===== src/rtl/pkt_crc16_pkg.sv =====
package pkt_crc16_pkg;

    localparam int WORD_W = 16;
    localparam int CRC_W  = 16;

    typedef logic [WORD_W-1:0] word_t;
    typedef logic [CRC_W-1:0]  crc_t;

    localparam crc_t CRC_POLY = 16'h1021;
    localparam crc_t CRC_SEED = 16'hFFFF;

    // One accepted input beat.
    typedef struct packed {
        logic  valid;
        logic  sop;
        logic  eop;
        word_t data;
    } beat_t;

    typedef enum logic [1:0] {
        VERDICT_NONE = 2'd0,
        VERDICT_GOOD = 2'd1,
        VERDICT_CRC  = 2'd2,
        VERDICT_SIZE = 2'd3
    } verdict_e;

    // Advance the CRC over one word, MSB first, leaving out the top
    // 'skip' bits of the word.
    function automatic crc_t crc_word(crc_t c, word_t d, int skip);
        crc_t r;
        logic fb;
        r = c;
        for (int i = WORD_W - 1; i >= 0; i--) begin
            if (i < WORD_W - skip) begin
                fb = r[CRC_W-1] ^ d[i];
                r  = {r[CRC_W-2:0], 1'b0};
                if (fb) r = r ^ CRC_POLY;
            end
        end
        return r;
    endfunction

endpackage


===== src/rtl/pkt_verdict_reg.sv =====
module pkt_verdict_reg
    import pkt_crc16_pkg::*;
(
    input  logic clk,
    input  logic rst,
    input  logic end_now,
    input  logic abort,
    input  logic size_ok,
    input  logic crc_match,
    output logic pkt_done,
    output logic crc_err,
    output logic size_err
);

    verdict_e v_next;
    verdict_e v_q;

    // Size outranks CRC: an illegal or aborted packet has no
    // meaningful checksum.
    always_comb begin
        if (abort || (end_now && !size_ok)) begin
            v_next = VERDICT_SIZE;
        end else if (end_now) begin
            v_next = crc_match ? VERDICT_GOOD : VERDICT_CRC;
        end else begin
            v_next = VERDICT_NONE;
        end
    end

    always_ff @(posedge clk) begin
        if (rst) begin
            v_q <= VERDICT_NONE;
        end else begin
            v_q <= v_next;
        end
    end

    assign pkt_done = (v_q != VERDICT_NONE);
    assign crc_err  = (v_q == VERDICT_CRC);
    assign size_err = (v_q == VERDICT_SIZE);

endmodule


===== config.mk =====
export PLATFORM = sky130hd
export DESIGN_NAME = pkt_verdict_reg
export DESIGN_NICKNAME = d
export VERILOG_FILES = /design/src/rtl/pkt_crc16_pkg.sv /design/src/rtl/pkt_verdict_reg.sv
export SDC_FILE = /design/constraint.sdc
export NUM_CORES = 1
export LEC_CHECK = 0
export ABC_CLOCK_PERIOD_IN_PS = 1650
export BUFFER_PORTS_ARGS = -buffer_cell sky130_fd_sc_hd__buf_2
export CORE_AREA = 2 2 39 41
export DETAILED_ROUTE_END_ITERATION = 10
export DIE_AREA = 0 0 41 43
export PLACE_DENSITY = 0.36
export SYNTH_ARGS = -nofsm -noshare
export SYNTH_HDL_FRONTEND = slang
export SYNTH_SLANG_ARGS = --single-unit

===== constraint.sdc =====
create_clock -name clk -period 1.65 [get_ports clk]
set_clock_uncertainty 0.05 [all_clocks]
set_input_delay 0.0825 -clock clk [delete_from_list [all_inputs] [get_ports clk]]
set_output_delay 0.0825 -clock clk [all_outputs]
set_load 0.01 [all_outputs]

==> impl_metrics.env, run 1 <==
export IMPL_outcome="finished, final reports clean"
export IMPL_final_area_um2=179
export IMPL_fmax_ghz=0.934
export IMPL_clkSinkCount=2
export IMPL_fin_setup_tns_ns=0
export IMPL_placed_cell_area_um2=146
export IMPL_synth_fp_nets=16
export IMPL_ir_drop_v=0.000295
export IMPL_h_tree_depth=1
export IMPL_path_max_fanout=3
export IMPL_setup_viol=0
export IMPL_root_buffer="clkbuf_4"
export IMPL_drc=0
export IMPL_gp_congestion=0.493
export IMPL_track_usage_pct=3.70
export IMPL_synth_avg_cell_area_um2=8.63
export IMPL_die_h_um=43
export IMPL_regMostFlops="v_q"
export IMPL_grt_pass1_wl_um=317
export IMPL_power_density_mw_per_mm2=1050
export IMPL_cp_start_kind="flop"
export IMPL_hp_class="input port to flop"
export IMPL_vias=103
export IMPL_crit_path_end_kind="output pin"
export IMPL_grt_ovfl_total=0
export IMPL_wl_um=233
export IMPL_relSlewSlack_pct=89.7
export IMPL_cts_max_path_buffers=2
export IMPL_finalCritPeriodShare_pct=64.9
export IMPL_ys_warn_count=0
export IMPL_grt_start_max_net_pins=4
export IMPL_netlist_area_um2=86.3
export IMPL_antenna_left=0
export IMPL_core_region_area_mm2=0.00138
export IMPL_port_buffers=8
export IMPL_vias_per_cell=2.71
export IMPL_ys_seq_elements=2
export IMPL_cts_tree="yes"
export IMPL_post_cts_buffers=0
export IMPL_tightest_slew_ns=0.154
export IMPL_grt_pass1_vias=83
export IMPL_max_cap_violations=0
export IMPL_layout_drive_gt1_share_pct=54.5
export IMPL_area_delta_synth_final_pct=107
export IMPL_rsz0062_at_grt="false"
export IMPL_synth_cell_types=7
export IMPL_dr_pass1_iters=2
export IMPL_crit_type="flop to output pin"
export IMPL_fillers=158
export IMPL_regArea_um2=40.0
export IMPL_clk_pin_slew_ns=0.03
export IMPL_final_hold_violation_count=0
export IMPL_rows=14
export IMPL_n_antenna_cell=0
export IMPL_cts_made_buffers=3
export IMPL_final_max_slew_viol_count=0
export IMPL_die_w_um=41
export IMPL_leakagePower_nw=0.0940
export IMPL_dieArea_mm2=0.00176
export IMPL_crit_required_ns=1.52
export IMPL_netlist_instances=10
export IMPL_antenna_found_initial=0
export IMPL_largest_reg_flops=2
export IMPL_wl_per_cell_um=6.13
export IMPL_drt_iter0_drc=2
export IMPL_start_util_pct=6.24
export IMPL_ys_seq_area_share_pct=46.4
export IMPL_cp_data_arrival_time_ns=0.94
export IMPL_multi_input_area_um2=38.8
export IMPL_nets=30
export IMPL_top_regs="v_q: 2 flops"
export IMPL_fin_crit_ns=1.07
export IMPL_io_pin_count=9
## worst max-delay path, stage by stage (launching register included)
cell and delay (ns):
dfxtp_1 0.30, or2_2 0.28, buf_2 0.14
## cells in the mapped netlist, drive strengths merged
cell    instances  area (um2)
a31oi           2        12.5
and2            1        6.26
dfxtp           2        40.0
inv             2        7.51
nor2b           1        6.26
o21bai          1        7.51
or2             1        6.26
## placed cells by master, fill, tap and decap left out
| cell type | netlist | layout |
|---|---|---|
| or2_2 | 1 | 1 |
| dlygate4sd3_1 | 0 | 1 |
| dfxtp_1 | 2 | 2 |
| clkbuf_4 | 0 | 3 |
| and2_1 | 1 | 1 |
| o21bai_1 | 1 | 1 |
| a31oi_1 | 2 | 2 |
| buf_2 | 0 | 8 |
| nor2b_1 | 1 | 1 |
| inv_1 | 2 | 2 |
## worst paths after layout
kind,start,cells after the start,to,slack (ns)
max,v_q[1],2,pkt_done,0.58
min,crc_match,2,v_q[1],0.01
## per-stage QoR
step	utilization, %	hold WS [ns]	worst slack, ns	std cells	total power, mW
3_5_place_dp	10.6	0.236	0.807	34	0.0779
6_report	12.9	0.0137	0.579	38	0.188
4_1_cts	12.9	0.00843	0.567	38	0.194
5_1_grt	12.9	0.0272	0.541	38	0.201
2_1_floorplan	-	0.134	0.920	10	0.0656
3_3_place_gp	10.6	0.241	0.817	34	0.0778
## what timing repair did
| action | in CTS | in global routing |
|---|---|---|
| gates resized for setup | 0 | 0 |
| hold buffers | 1 | 0 |
| hold endpoints to repair | 1 | 0 |
## where the power goes
| group | total, mW | internal, mW | switching, mW |
|---|---|---|---|
| Sequential | 0.0542 | 0.0524 | 0.00183 |
| Combinational | 0.0244 | 0.0143 | 0.0101 |
| Clock | 0.109 | 0.0803 | 0.0289 |
## cells by family (layout without fill, tap and decap cells)
family / after synthesis / in the layout / share of synthesized area, %
compound gates: 3 / 3 / 23.2
simple gates: 3 / 3 / 21.8
flops: 2 / 2 / 46.4
buf+inv: 2 / 14 / 8.70
## routing by layer
metal	vias up	share of wire (%)	GRT usage [%]
met5	-	0	0
li1	57	-	-
met2	12	20	2.50
met4	0	0	2.00
met3	0	33	7.85
met1	34	46	3.50
## cell type report
type,instances,share of cell area (%)
multi-input cells,6,21.7
flip-flops and latches,2,22.4
clock buffers,3,12.6
repair buffers,9,28.0
inverters,2,4.20
well taps,16,11.2
No activity file was read; power rests on OpenSTA's default activity.
==> run 2: changes to the inputs <==
ABC_CLOCK_PERIOD_IN_PS = 910   (was 1650)
PLACE_DENSITY = 0.37   (was 0.36)
clock period = 0.91 ns   (was 1.65 ns; I/O delays follow)
==> impl_metrics.env, run 2 (synthesized netlist as in run 1, its figures left out) <==
export IMPL_crit_required_ns=0.81
export IMPL_top_regs="v_q: 2 flops"
export IMPL_cp_start_kind="flop"
export IMPL_multi_input_area_um2=41.3
export IMPL_track_usage_pct=5.31
export IMPL_vias_per_cell=2.82
export IMPL_clk_pin_slew_ns=0.03
export IMPL_pre_cts_slack_ns=0.104
export IMPL_die_h_um=43
export IMPL_grt_pass1_wl_um=476
export IMPL_cts_made_buffers=3
export IMPL_drt_iter0_drc=6
export IMPL_hold_start="rst"
export IMPL_rows=14
export IMPL_crit_type="flop to output pin"
export IMPL_finalCritPeriodShare_pct=109
export IMPL_nets=31
export IMPL_grt_start_max_net_pins=4
export IMPL_final_max_slew_viol_count=0
export IMPL_layout_drive_gt1_share_pct=56.5
export IMPL_area_delta_synth_final_pct=130
export IMPL_path_max_fanout=3
export IMPL_fmax_ghz=1.01
export IMPL_clkSinkCount=2
export IMPL_fin_crit_ns=0.990
export IMPL_cts_tree="yes"
export IMPL_crit_path_end_kind="output pin"
export IMPL_vias=110
export IMPL_layout_common_cells="7 x buf_2, 3 x clkbuf_4, 2 x inv_1, 2 x a31oi_1, 2 x dlygate4sd3_1"
export IMPL_n_antenna_cell=0
export IMPL_rsz0062_at_grt="true"
export IMPL_port_buffers=8
export IMPL_power_density_mw_per_mm2=1830
export IMPL_start_util_pct=6.24
export IMPL_regMostFlops="v_q"
export IMPL_gp_congestion=0.505
export IMPL_post_cts_buffers=0
export IMPL_outcome="finished, violations left"
export IMPL_fillers=154
export IMPL_antenna_left=0
export IMPL_p_total_mw=0.363
export IMPL_grt_ovfl_total=0
export IMPL_leakagePower_nw=0.101
export IMPL_drc=0
export IMPL_hold_depth=3
export IMPL_min_to="v_q[1]"
export IMPL_relSlewSlack_pct=89.0
export IMPL_grt_pass1_vias=125
export IMPL_cts_max_path_buffers=2
export IMPL_hp_class="input port to flop"
export IMPL_cp_data_arrival_time_ns=0.89
export IMPL_io_pin_count=9
export IMPL_antenna_found_initial=0
export IMPL_dieArea_mm2=0.00176
export IMPL_layout_commonest_cell="buf_2"
export IMPL_core_region_area_mm2=0.00138
export IMPL_h_tree_depth=1
export IMPL_root_buffer="clkbuf_4"
export IMPL_largest_reg_flops=2
export IMPL_dr_pass1_iters=4
export IMPL_wl_um=272
export IMPL_max_cap_violations=0
export IMPL_violations="negative setup slack"
export IMPL_setup_viol=2
export IMPL_hold_ws_ns=0.0504
export IMPL_ir_drop_v=0.000354
export IMPL_final_hold_violation_count=0
export IMPL_die_w_um=41
export IMPL_tightest_slew_ns=0.164
export IMPL_worst_slack_ns=-0.0799
export IMPL_wl_per_cell_um=6.97
export IMPL_regArea_um2=41.3
==> run 2: changes by cell type in the layout (fill, tap and decap cells not counted) <==
cell / previous run / this run
buf_2: 8 / 7
buf_6: 0 / 1
dfxtp_1: 2 / 1
dfxtp_2: 0 / 1
dlygate4sd3_1: 1 / 2
or2_2: 1 / 0
or2_4: 0 / 1
==> run 2: timing repair <==
item / 4_1_cts / 5_1_grt
pin swaps: 0 / 0
gates cloned: 0 / 0
gates resized for setup: 2 / 1
hold buffers: 2 / 0
endpoints found under the setup margin: 3 / 3
endpoints found under the hold margin: 2 / 0
==> run 2: power breakdown <==
part,total (mW),leakage [nW],switching (mW),internal (mW)
clock,0.207,0.0138,0.0605,0.146
combinational,0.0562,0.0703,0.0203,0.0360
sequential,0.0999,0.0170,0.00432,0.0956
total,0.363,0.101,0.0850,0.278
==> run 2: per-layer routing <==
layer	wire length (um)	global-route usage (%)	vias up
li1	-	-	60
met1	139	5.11	39
met2	70	5.00	11
met3	61	9.42	0
met4	0	2.00	0
met5	0	0	-
==> run 2: how the worst max path moves through the flow <==
stage                 from  endpoint  depth (start not counted)
floorplan           v_q[1]  pkt_done                          1
global placement    v_q[1]  pkt_done                          2
detailed placement  v_q[1]  pkt_done                          2
CTS                 v_q[1]  pkt_done                          2
global route        v_q[1]  pkt_done                          2
finish              v_q[1]  pkt_done                          2
==> run 2: cell type report <==
type                            count  area share [%]
Timing Repair Buffer               10            33.3
Sequential cell                     2            20.8
Multi-Input combinational cell      6            20.8
Tap cell                           16            10.1
Inverter                            2            3.77
Clock buffer                        3            11.3
==> run 2: stage by stage <==
stage          TNS, ns  cells  utilization, %  area, um2
2_1_floorplan        0     10               -       86.3
3_3_place_gp         0     34            10.6        146
3_5_place_dp         0     34            10.6        146
4_1_cts         -0.107     39            14.3        198
5_1_grt         -0.253     39            14.4        199
6_report       -0.0877     39            14.4        199
==> run 2: critical path: stages, from the launching register on <==
cell and delay, ns:
dfxtp_2 0.31, or2_4 0.24, buf_6 0.12
